==> src/rtl/opp_pkg.sv <==
package opp_pkg;

   localparam int SLOT_STAT0  = 0;
   localparam int SLOT_STAT2  = 2;
   localparam int SLOT_IDENT  = 3;
   localparam int SLOT_DISC   = 4;
   localparam int SLOT_ADR_EN = 5;
   localparam int SLOT_ADR_EX = 6;
   localparam int SLOT_WL_SET = 7;
   localparam int SLOT_WL_CLR = 8;
   localparam int FIXED_SLOTS = 9;

   localparam int SB_STATUS = 0;
   localparam int SB_IDENT  = 1;
   localparam int SB_DISC   = 2;
   localparam int SB_READ   = 3;
   localparam int SB_UPLOAD = 4;
   localparam int SB_ADR_EN = 5;
   localparam int SB_ADR_EX = 6;
   localparam int SB_WL_SET = 7;
   localparam int SB_WL_CLR = 8;
   localparam int SEL_W     = 9;

   localparam logic [1:0] MODE_FLASH = 2'b01;
   localparam logic [1:0] MODE_PASS  = 2'b10;

   typedef enum logic [3:0] {
      PST_IDLE,
      PST_STATUS,
      PST_IDENT,
      PST_DISC,
      PST_READ,
      PST_UPLOAD,
      PST_ADDRW,
      PST_WLATCH,
      PST_WAIT
   } parse_st_e;

   typedef struct packed {
      logic status;
      logic ident;
      logic disc;
   } icpt_t;

endpackage

==> src/rtl/opp_slot_match.sv <==
module opp_slot_match #(
   parameter int N   = 16,
   parameter int OPW = 8
) (
   input  logic [N-1:0]     tbl_valid,
   input  logic [N*OPW-1:0] tbl_opcode,
   input  logic [OPW-1:0]   byte_data,
   output logic [N-1:0]     hit
);
   for (genvar i = 0; i < N; i++) begin : g_cmp
      assign hit[i] = tbl_valid[i] && (tbl_opcode[i*OPW +: OPW] == byte_data);
   end
endmodule

==> src/rtl/opp_prio_pick.sv <==
module opp_prio_pick #(
   parameter int N  = 16,
   parameter int LO = 0,
   parameter int HI = 0,
   parameter int IW = 4
) (
   input  logic [N-1:0]  hit,
   output logic          any,
   output logic [IW-1:0] idx
);
   if (HI >= LO) begin : g_range
      always_comb begin
         any = 1'b0;
         idx = '0;
         for (int i = HI; i >= LO; i--) begin
            if (hit[i]) begin
               any = 1'b1;
               idx = IW'(i);
            end
         end
      end
   end else begin : g_empty
      assign any = 1'b0;
      assign idx = '0;
   end
endmodule

==> src/rtl/opp_route.sv <==
module opp_route
   import opp_pkg::*;
#(
   parameter int N          = 16,
   parameter int IW         = 4,
   parameter int READ_SLOTS = 4
) (
   input  logic [N-1:0]     hit,
   input  logic             in_flash,
   input  logic             in_pass,
   input  logic             en_status,
   input  logic             en_ident,
   input  logic             en_disc,
   output parse_st_e        nxt_st,
   output logic [SEL_W-1:0] nxt_sel,
   output icpt_t            nxt_icpt,
   output logic             win_any,
   output logic [IW-1:0]    win_idx
);
   localparam int READ_LO = FIXED_SLOTS;
   localparam int READ_HI = FIXED_SLOTS + READ_SLOTS - 1;
   localparam int UPL_LO  = FIXED_SLOTS + READ_SLOTS;
   localparam int UPL_HI  = N - 1;

   logic          stat_any, rd_any, up_any;
   logic [IW-1:0] stat_idx, rd_idx, up_idx;

   opp_prio_pick #(.N(N), .LO(SLOT_STAT0), .HI(SLOT_STAT2), .IW(IW)) u_pick_stat (
      .hit(hit), .any(stat_any), .idx(stat_idx));
   opp_prio_pick #(.N(N), .LO(READ_LO), .HI(READ_HI), .IW(IW)) u_pick_read (
      .hit(hit), .any(rd_any), .idx(rd_idx));
   opp_prio_pick #(.N(N), .LO(UPL_LO), .HI(UPL_HI), .IW(IW)) u_pick_upl (
      .hit(hit), .any(up_any), .idx(up_idx));

   logic local_stat, local_ident, local_disc;
   assign local_stat  = in_flash || en_status;
   assign local_ident = in_flash || en_ident;
   assign local_disc  = in_flash || en_disc;

   always_comb begin
      nxt_st   = PST_WAIT;
      nxt_sel  = '0;
      nxt_icpt = '0;
      win_any  = 1'b1;
      win_idx  = '0;
      if (stat_any) begin
         win_idx = stat_idx;
         if (local_stat) begin
            nxt_st               = PST_STATUS;
            nxt_sel[SB_STATUS]   = 1'b1;
            nxt_icpt.status      = in_pass;
         end
      end else if (hit[SLOT_IDENT]) begin
         win_idx = IW'(SLOT_IDENT);
         if (local_ident) begin
            nxt_st             = PST_IDENT;
            nxt_sel[SB_IDENT]  = 1'b1;
            nxt_icpt.ident     = in_pass;
         end
      end else if (hit[SLOT_DISC]) begin
         win_idx = IW'(SLOT_DISC);
         if (local_disc) begin
            nxt_st            = PST_DISC;
            nxt_sel[SB_DISC]  = 1'b1;
            nxt_icpt.disc     = in_pass;
         end
      end else if (rd_any) begin
         win_idx          = rd_idx;
         nxt_st           = PST_READ;
         nxt_sel[SB_READ] = 1'b1;
      end else if (up_any) begin
         win_idx            = up_idx;
         nxt_st             = PST_UPLOAD;
         nxt_sel[SB_UPLOAD] = 1'b1;
      end else if (hit[SLOT_ADR_EN] || hit[SLOT_ADR_EX]) begin
         nxt_st = PST_ADDRW;
         if (hit[SLOT_ADR_EN]) begin
            win_idx            = IW'(SLOT_ADR_EN);
            nxt_sel[SB_ADR_EN] = 1'b1;
         end else begin
            win_idx            = IW'(SLOT_ADR_EX);
            nxt_sel[SB_ADR_EX] = 1'b1;
         end
      end else if (hit[SLOT_WL_SET] || hit[SLOT_WL_CLR]) begin
         nxt_st = PST_WLATCH;
         if (hit[SLOT_WL_SET]) begin
            win_idx            = IW'(SLOT_WL_SET);
            nxt_sel[SB_WL_SET] = 1'b1;
         end else begin
            win_idx            = IW'(SLOT_WL_CLR);
            nxt_sel[SB_WL_CLR] = 1'b1;
         end
      end else begin
         win_any = 1'b0;
      end
   end
endmodule

==> src/rtl/opcode_parser.sv <==
module opcode_parser
   import opp_pkg::*;
#(
   parameter int N          = 16,
   parameter int OPW        = 8,
   parameter int ATTR_W     = 8,
   parameter int READ_SLOTS = 4,
   localparam int IW        = (N > 1) ? $clog2(N) : 1
) (
   input  logic                clk,
   input  logic                rst_n,
   input  logic                cs_n,
   input  logic [1:0]          mode_i,
   input  logic                byte_vld,
   input  logic [OPW-1:0]      byte_data,
   input  logic [N-1:0]        tbl_valid,
   input  logic [N*OPW-1:0]    tbl_opcode,
   input  logic [N*ATTR_W-1:0] tbl_attr,
   input  logic                icpt_en_status,
   input  logic                icpt_en_ident,
   input  logic                icpt_en_disc,
   output logic                busy_o,
   output logic [SEL_W-1:0]    path_sel_o,
   output logic                cmd_hit_o,
   output logic [ATTR_W-1:0]   cmd_attr_o,
   output logic [IW-1:0]       cmd_slot_o,
   output logic                icpt_status_o,
   output logic                icpt_ident_o,
   output logic                icpt_disc_o
);

   if (N <= FIXED_SLOTS) begin : g_chk_n
      $error("opcode_parser: N must exceed the fixed slot count");
   end
   if (READ_SLOTS < 0 || READ_SLOTS > N - FIXED_SLOTS) begin : g_chk_rd
      $error("opcode_parser: READ_SLOTS out of range");
   end
   if (OPW < 1 || ATTR_W < 1) begin : g_chk_w
      $error("opcode_parser: widths must be positive");
   end

   parse_st_e        st_q, nxt_st;
   logic [SEL_W-1:0] sel_q, nxt_sel;
   icpt_t            icpt_q, nxt_icpt;
   logic             hit_q, win_any;
   logic [IW-1:0]    slot_q, win_idx;
   logic [ATTR_W-1:0] attr_q;
   logic [N-1:0]     hit;
   logic             in_flash, in_pass, active, take;

   assign in_flash = (mode_i == MODE_FLASH);
   assign in_pass  = (mode_i == MODE_PASS);
   assign active   = in_flash || in_pass;
   assign take     = (st_q == PST_IDLE) && active && byte_vld;

   logic [ATTR_W-1:0] attr_arr [N];
   for (genvar i = 0; i < N; i++) begin : g_attr
      assign attr_arr[i] = tbl_attr[i*ATTR_W +: ATTR_W];
   end

   opp_slot_match #(.N(N), .OPW(OPW)) u_match (
      .tbl_valid (tbl_valid),
      .tbl_opcode(tbl_opcode),
      .byte_data (byte_data),
      .hit       (hit)
   );

   opp_route #(.N(N), .IW(IW), .READ_SLOTS(READ_SLOTS)) u_route (
      .hit      (hit),
      .in_flash (in_flash),
      .in_pass  (in_pass),
      .en_status(icpt_en_status),
      .en_ident (icpt_en_ident),
      .en_disc  (icpt_en_disc),
      .nxt_st   (nxt_st),
      .nxt_sel  (nxt_sel),
      .nxt_icpt (nxt_icpt),
      .win_any  (win_any),
      .win_idx  (win_idx)
   );

   always_ff @(posedge clk or negedge rst_n) begin
      if (!rst_n) begin
         st_q   <= PST_IDLE;
         sel_q  <= '0;
         icpt_q <= '0;
         hit_q  <= 1'b0;
         slot_q <= '0;
         attr_q <= '0;
      end else if (cs_n) begin
         st_q   <= PST_IDLE;
         sel_q  <= '0;
         icpt_q <= '0;
         hit_q  <= 1'b0;
         slot_q <= '0;
         attr_q <= '0;
      end else if (take) begin
         st_q   <= nxt_st;
         sel_q  <= nxt_sel;
         icpt_q <= nxt_icpt;
         hit_q  <= win_any;
         slot_q <= win_any ? win_idx : '0;
         attr_q <= win_any ? attr_arr[win_idx] : '0;
      end
   end

   assign busy_o        = (st_q != PST_IDLE);
   assign path_sel_o    = sel_q;
   assign cmd_hit_o     = hit_q;
   assign cmd_attr_o    = attr_q;
   assign cmd_slot_o    = slot_q;
   assign icpt_status_o = icpt_q.status;
   assign icpt_ident_o  = icpt_q.ident;
   assign icpt_disc_o   = icpt_q.disc;

endmodule

==> config.mk <==
export PLATFORM = sky130hd
export DESIGN_NAME = opcode_parser
export DESIGN_NICKNAME = d
export VERILOG_FILES = /design/src/rtl/opp_pkg.sv /design/src/rtl/opp_slot_match.sv /design/src/rtl/opp_prio_pick.sv /design/src/rtl/opp_route.sv /design/src/rtl/opcode_parser.sv
export SDC_FILE = /design/constraint.sdc
export NUM_CORES = 1
export LEC_CHECK = 0
export BUFFER_PORTS_ARGS = -buffer_cell sky130_fd_sc_hd__buf_2
export CAP_MARGIN = 20
export CELL_PAD_IN_SITES_DETAIL_PLACEMENT = 0
export CELL_PAD_IN_SITES_GLOBAL_PLACEMENT = 2
export CORE_UTILIZATION = 21
export DETAILED_ROUTE_END_ITERATION = 7
export PLACE_DENSITY_LB_ADDON = 0.1
export SYNTH_ARGS = -nofsm -noshare
export SYNTH_HDL_FRONTEND = slang
export SYNTH_SLANG_ARGS = --single-unit
==> constraint.sdc <==
create_clock -name clk -period 3.6 [get_ports clk]
set_input_delay 0.72 -clock clk [delete_from_list [all_inputs] [get_ports clk]]
set_output_delay 0.72 -clock clk [all_outputs]
set_load 0.05 [all_outputs]
* Yosys cells after proc, flatten, opt, wreduce, memory -nomap -nowiden
Index checks and enable logic that the tools add are counted.
Cells by class: $lt $le $gt $ge 1, equality and inequality tests 18, mux-type cells 91, bitwise gates (word level) 1, reductions and logical operators 27
Operators by type and width (number):
- 4-bit two-way mux | 33
- 8-bit == test | 16
- 8-bit two-way mux | 6
- 1-bit two-way mux | 38
- 8-bit binary-select mux with 4-bit select | 1
- 1-bit logical AND | 18
- 9-bit two-way mux | 2
- 2-bit two-way mux | 6
- 7-bit two-way mux | 1
- 1-bit logical OR | 6
- 3-bit two-way mux | 2
- 6-bit two-way mux | 1
- 5-bit >= comparator, second input constant | 1
- 5-bit two-way mux | 1
- 4-bit inverter with 5-bit output | 1
- 4-bit zero test | 1
- 4-bit nonzero test | 1
- 2-bit by 1-bit == test with 1-bit output, second input constant | 1
- 2-bit == test, second input constant | 1
- 2-bit nonzero test | 1
Storage, ports and cells: bits in registers 29, input port bits 289, output and inout port bits 26, logic and storage cells 146

* Longest topological paths before layout
word-level depth 17, gate-level depth with buffers 14, mapped depth without buffers 10

* By module
Synthesis repeated with hierarchy kept, for this count alone.
Unflattened totals: cells, all modules 475, area, all modules 4648.2 µm²
Modules (own cells, without submodules):
- opcode_parser | times used 1, cells an instance 183, area an instance 2396.0 µm², seq. area each 725.7 µm²
- opp_slot_match | times used 1, cells an instance 208, area an instance 1741.7 µm², seq. area each 0.0 µm²
- opp_route | times used 1, cells an instance 63, area an instance 380.4 µm², seq. area each 0.0 µm²
- opp_prio_pick (u_route.u_pick_read) | times used 1, cells an instance 8, area an instance 50.0 µm², seq. area each 0.0 µm²
- opp_prio_pick (u_route.u_pick_upl) | times used 1, cells an instance 7, area an instance 41.3 µm², seq. area each 0.0 µm²
- opp_prio_pick (u_route.u_pick_stat) | times used 1, cells an instance 6, area an instance 38.8 µm², seq. area each 0.0 µm²

* Worst setup path before layout
OpenSTA, ideal clock, no wires.
kind in2reg, start point input byte_data[2], end point register attr_q[3], in the netlist cmd_attr_o[3], library setup time 0.124 ns, data arrival time 3.055 ns, data required time 3.476 ns, slack 0.421 ns, cell stages on the path 12, path buffers 3, cell sequence buf_4 xnor2_1 nand4_1 or3_4 a211oi_2 o2111ai_1 and3_1 buf_6 or2_1 buf_6 o32a_1 a211o_1
On the way: longest elaborated chain between the ends 17, elaborated cells on any way between the ends 77, those cells by class eq/ne: 16; mux: 42; bitwise: 1; reduce/logical: 18
Ends and longest elaborated chain:
- start, declared | RTL line opcode_parser.sv:15 | input logic [OPW-1:0] byte_data,
- 8-bit == test | RTL line opp_slot_match.sv:11 | assign hit[i] = tbl_valid[i] && (tbl_opcode[i*OPW +: OPW] == byte_data);
- 1-bit logical AND | RTL line opp_slot_match.sv:11
- 4-bit two-way mux, or another cell as far along | RTL line opp_route.sv:86 | if (hit[SLOT_WL_SET]) begin
- 4-bit two-way mux, or another cell as far along | RTL line opp_route.sv:84 | end else if (hit[SLOT_WL_SET] || hit[SLOT_WL_CLR]) begin
- 4-bit two-way mux, or another cell as far along | RTL line opp_route.sv:75 | end else if (hit[SLOT_ADR_EN] || hit[SLOT_ADR_EX]) begin
- 4-bit two-way mux, or another cell as far along | RTL line opp_route.sv:71 | end else if (up_any) begin
- 4-bit two-way mux | RTL line opp_route.sv:67 | end else if (rd_any) begin
- 4-bit two-way mux | RTL line opp_route.sv:60 | end else if (hit[SLOT_DISC]) begin
- 4-bit two-way mux | RTL line opp_route.sv:53 | end else if (hit[SLOT_IDENT]) begin
- 4-bit two-way mux | RTL line opp_route.sv:46 | if (stat_any) begin
- 4-bit inverter with 5-bit output (not written as such) | RTL line opcode_parser.sv:103 | attr_q <= win_any ? attr_arr[win_idx] : '0;
- 8-bit binary-select mux with 4-bit select | RTL line opcode_parser.sv:103
- 8-bit two-way mux (not written as such) (2 in a row) | RTL line opcode_parser.sv:103
- 8-bit two-way mux (*) | RTL line opcode_parser.sv:103
- 8-bit two-way mux (*) | RTL line opcode_parser.sv:97 | end else if (take) begin
- 8-bit two-way mux (*) | RTL line opcode_parser.sv:90 | end else if (cs_n) begin
- end signal, assigned | RTL line opcode_parser.sv:103
- end, declared | RTL line opcode_parser.sv:47 | logic [ATTR_W-1:0] attr_q;
Every way passes the cells marked *; elsewhere a longest branch is shown, timed or not. The select of a mux whose other input is x is not followed. A chain may end at the register's enable or synchronous reset.

* Worst setup path in the final report
Ends and elaborated chain as after synthesis.

==> flow_metrics.env <==
export IMPL_finalNonFillerCells=1106
export IMPL_critPathArrivalTime_ps=3580
export IMPL_holdWs_ps=466
export IMPL_htreeDepth=2
export IMPL_clk_pin_slew_worst_paths_ps=50
export IMPL_grt_max_degree=34
export IMPL_fin_crit_sh=0.951
export IMPL_power_density_nw_per_um2=208
export IMPL_synth_edff_count=0
export IMPL_route_detailed_drc=0
export IMPL_ys_warn_count=0
export IMPL_slew_violations=0
export IMPL_drive_gt1_frac=0.483
export IMPL_synth_area_leaders="xnor2_1 (25%), dfrtp_1 (17%), mux2i_1 (5.7%)"
export IMPL_pwr_share_clk=0.364
export IMPL_grt_overflow_total=0
export IMPL_place_gp_congestion=0.864
export IMPL_setup_violations_final=0
export IMPL_crit_type="in -> reg"
export IMPL_wl_um=18700
export IMPL_dr_pass1_iters=4
export IMPL_route_detailed_vias_per_inst=4.50
export IMPL_min_path_type="reg -> reg"
export IMPL_std_cell_rows=51
export IMPL_hold_viol_final=0
export IMPL_ys_types=64
export IMPL_cp_max_fo=13
export IMPL_grt_pass1_vias=5232
export IMPL_fin_nets=1128
export IMPL_finalCriticalPeriod_ps=3420
export IMPL_cp_num_buf_inv=3
export IMPL_cts_root_buf="clkbuf_16"
export IMPL_peakVddDrop_v=0.000134
export IMPL_crit_family="compound AO/OA/AOI/OAI gates"
export IMPL_fin_skew_ps=4.58
export IMPL_ys_flop_type="dfrtp_1"
export IMPL_synth_seq_cells=29
export IMPL_dpl_cell_count=1095
export IMPL_worst_setup_path_start_kind="input pin"
export IMPL_core_area_um2=19500
export IMPL_start_util=0.215
export IMPL_synth_most_common_cell="xnor2_1"
export IMPL_chipHeight_um=144
export IMPL_power_frac_comb=0.391
export IMPL_clock_path_buffers=2
export IMPL_cts_hold_buffers=0
export IMPL_syn2layout_area_growth_pct=54.0
export IMPL_ios=315
export IMPL_required_ps=3760
export IMPL_die_w_um=144
export IMPL_rsz0062_at_grt="true"
export IMPL_fin_util=0.332
export IMPL_clock_sinks=29
export IMPL_wire_per_inst_um=16.9
export IMPL_die_area_um2=20600
export IMPL_p_int_uw=953
export IMPL_grt_pass1_wl_um=27800
export IMPL_syn_num_nets=792
export IMPL_synth_common_cells="xnor2_1 (119), nand2_1 (44), dfrtp_1 (29)"
export IMPL_total_leakage_power_nw=3.19
export IMPL_synth_top_cell_area_share=0.248
export IMPL_drt_iter0_drc=101
export IMPL_p_sw_frac=0.294
export IMPL_p_seq_frac=0.245
export IMPL_synth_seq_area_share=0.172
export IMPL_worst_slew_pin_slew_ps=674
export IMPL_cts_tree="yes"
export IMPL_yosysTopAreaCell="xnor2_1"
export IMPL_cts_resized_gates=0
export IMPL_via_count=4978
export IMPL_dp_hpwl_um=16700
export IMPL_status="finished clean"
export IMPL_max_freq_ghz=0.292
export IMPL_relSlewSlack=0.550
export IMPL_ant_nets=0
export IMPL_worstSkewPairLatency_ps=280
export IMPL_fillers=2187
export IMPL_cp_end_kind="flip-flop"
export IMPL_async_flop_share=1.00
export IMPL_synth_area_um2=4210
export IMPL_worst_path_largest_cell_delay_ps=420
export IMPL_portBuffers=314
export IMPL_grt_antenna_before_repair=2
export IMPL_worstPathCellList="buf_2 -> xnor2_1 -> nand3_1 -> nor3_1 -> buf_4 -> a211oi_2 -> o2111ai_1 -> a31oi_4 -> buf_12 -> or2_0 -> o221a_1 -> a211o_1"
export IMPL_post_cts_buffers=0
export IMPL_slowest_stage="o2111ai_1"
export IMPL_syn_avg_cell_area_um2=8.40
export IMPL_switching_power_uw=397
export IMPL_max_cap_violations=0
export IMPL_cts_buffers=5
export IMPL_syn_inst=501
export IMPL_grtUsageTotal=0.176
==> power by group through the flow <==
stage | Clock (mW) | Sequential (mW) | Combinational, mW
after detailed placement | 0 | 0.336 | 0.536
final | 0.491 | 0.330 | 0.528
after floorplan | 0 | 0.340 | 0.285
after CTS | 0.501 | 0.330 | 0.538
after global placement | 0 | 0.336 | 0.536
after global routing | 0.511 | 0.331 | 0.580
==> layout by cell type (no fill, tap or decap), drive strengths merged, types with 17 or more instances in the layout <==
cell type  netlist  final
nand2           45     45
a21oi           20     20
nor3            24     24
mux2i           24     24
dfrtp           29     29
buf             26    362
o21ai           17     17
nor2            21     21
nand3           19     19
xnor2          121    121
nand4           18     18
==> layer usage <==
layer / vias up / GRT usage / share of wire
li1: 2502 / - / -
met1: 2285 / 0.216 / 0.43
met2: 176 / 0.319 / 0.50
met3: 15 / 0.0303 / 0.057
met4: 0 / 0.0364 / 0.013
met5: - / 0 / 0
==> final timing paths <==
| path | to | cells after the start | slack [ps] | from |
|---|---|---|---|---|
| min | cmd_hit_o$_DFFE_PN0P_ | 2 | 470 | cmd_hit_o$_DFFE_PN0P_ |
| min reg2reg | cmd_hit_o$_DFFE_PN0P_ | 2 | 470 | cmd_hit_o$_DFFE_PN0P_ |
| min in group asynchronous | path_sel_o[0]$_DFFE_PN0P_ | 1 | 480 | rst_n |
| max reg2reg | cmd_attr_o[1]$_DFFE_PN0P_ | 10 | 890 | st_q[1]$_DFFE_PN0P_ |
| max | cmd_attr_o[3]$_DFFE_PN0P_ | 12 | 180 | byte_data[2] |
| max in group asynchronous | cmd_attr_o[1]$_DFFE_PN0P_ | 1 | 2680 | rst_n |
==> flip-flops by register name, indices dropped and copies added (netlist names) <==
name and count:
cmd_attr_o 8, cmd_hit_o 1, cmd_slot_o 4, icpt_disc_o 1
icpt_ident_o 1, icpt_status_o 1, path_sel_o 9, st_q 4
==> layout make-up <==
type / count / area, um^2 / area share
tap: 265 / 332 / 0.0512
timing repair buffer: 362 / 1990 / 0.308
multi-input combinational: 431 / 3210 / 0.496
sequential: 29 / 726 / 0.112
antenna: 3 / 7.51 / 0.00116
clock buffer: 6 / 139 / 0.0214
inverter: 8 / 30.0 / 0.00463
clock inverter: 2 / 37.5 / 0.00579
==> worst reg2reg max path: cells and delay by family (launching register included) <==
kind / cells / cell delay, ps
simple gates: 4 / 1160
buf+inv: 1 / 180
flops: 1 / 380
compound gates: 5 / 890
==> kinds of logic after synthesis <==
logic type      share of synthesized area
simple gates                        0.185
buf+inv                            0.0711
flops                               0.172
xor+xnor                            0.270
mux                                0.0865
fa+ha+maj                         0.00595
compound gates                      0.209
==> through the flow <==
step | TNS, ps | power [mW] | instance area (um^2) | setup slack (ps)
2_1_floorplan | 0 | 0.624 | 4210 | 421
3_3_place_gp | -400 | 0.872 | 6290 | -105
3_5_place_dp | -638 | 0.872 | 6290 | -126
4_1_cts | 0 | 1.37 | 6460 | 156
5_1_grt | -27.8 | 1.42 | 6480 | -13.4
6_report | 0 | 1.35 | 6480 | 175
Note: power is estimated with default switching activity, not from simulation.
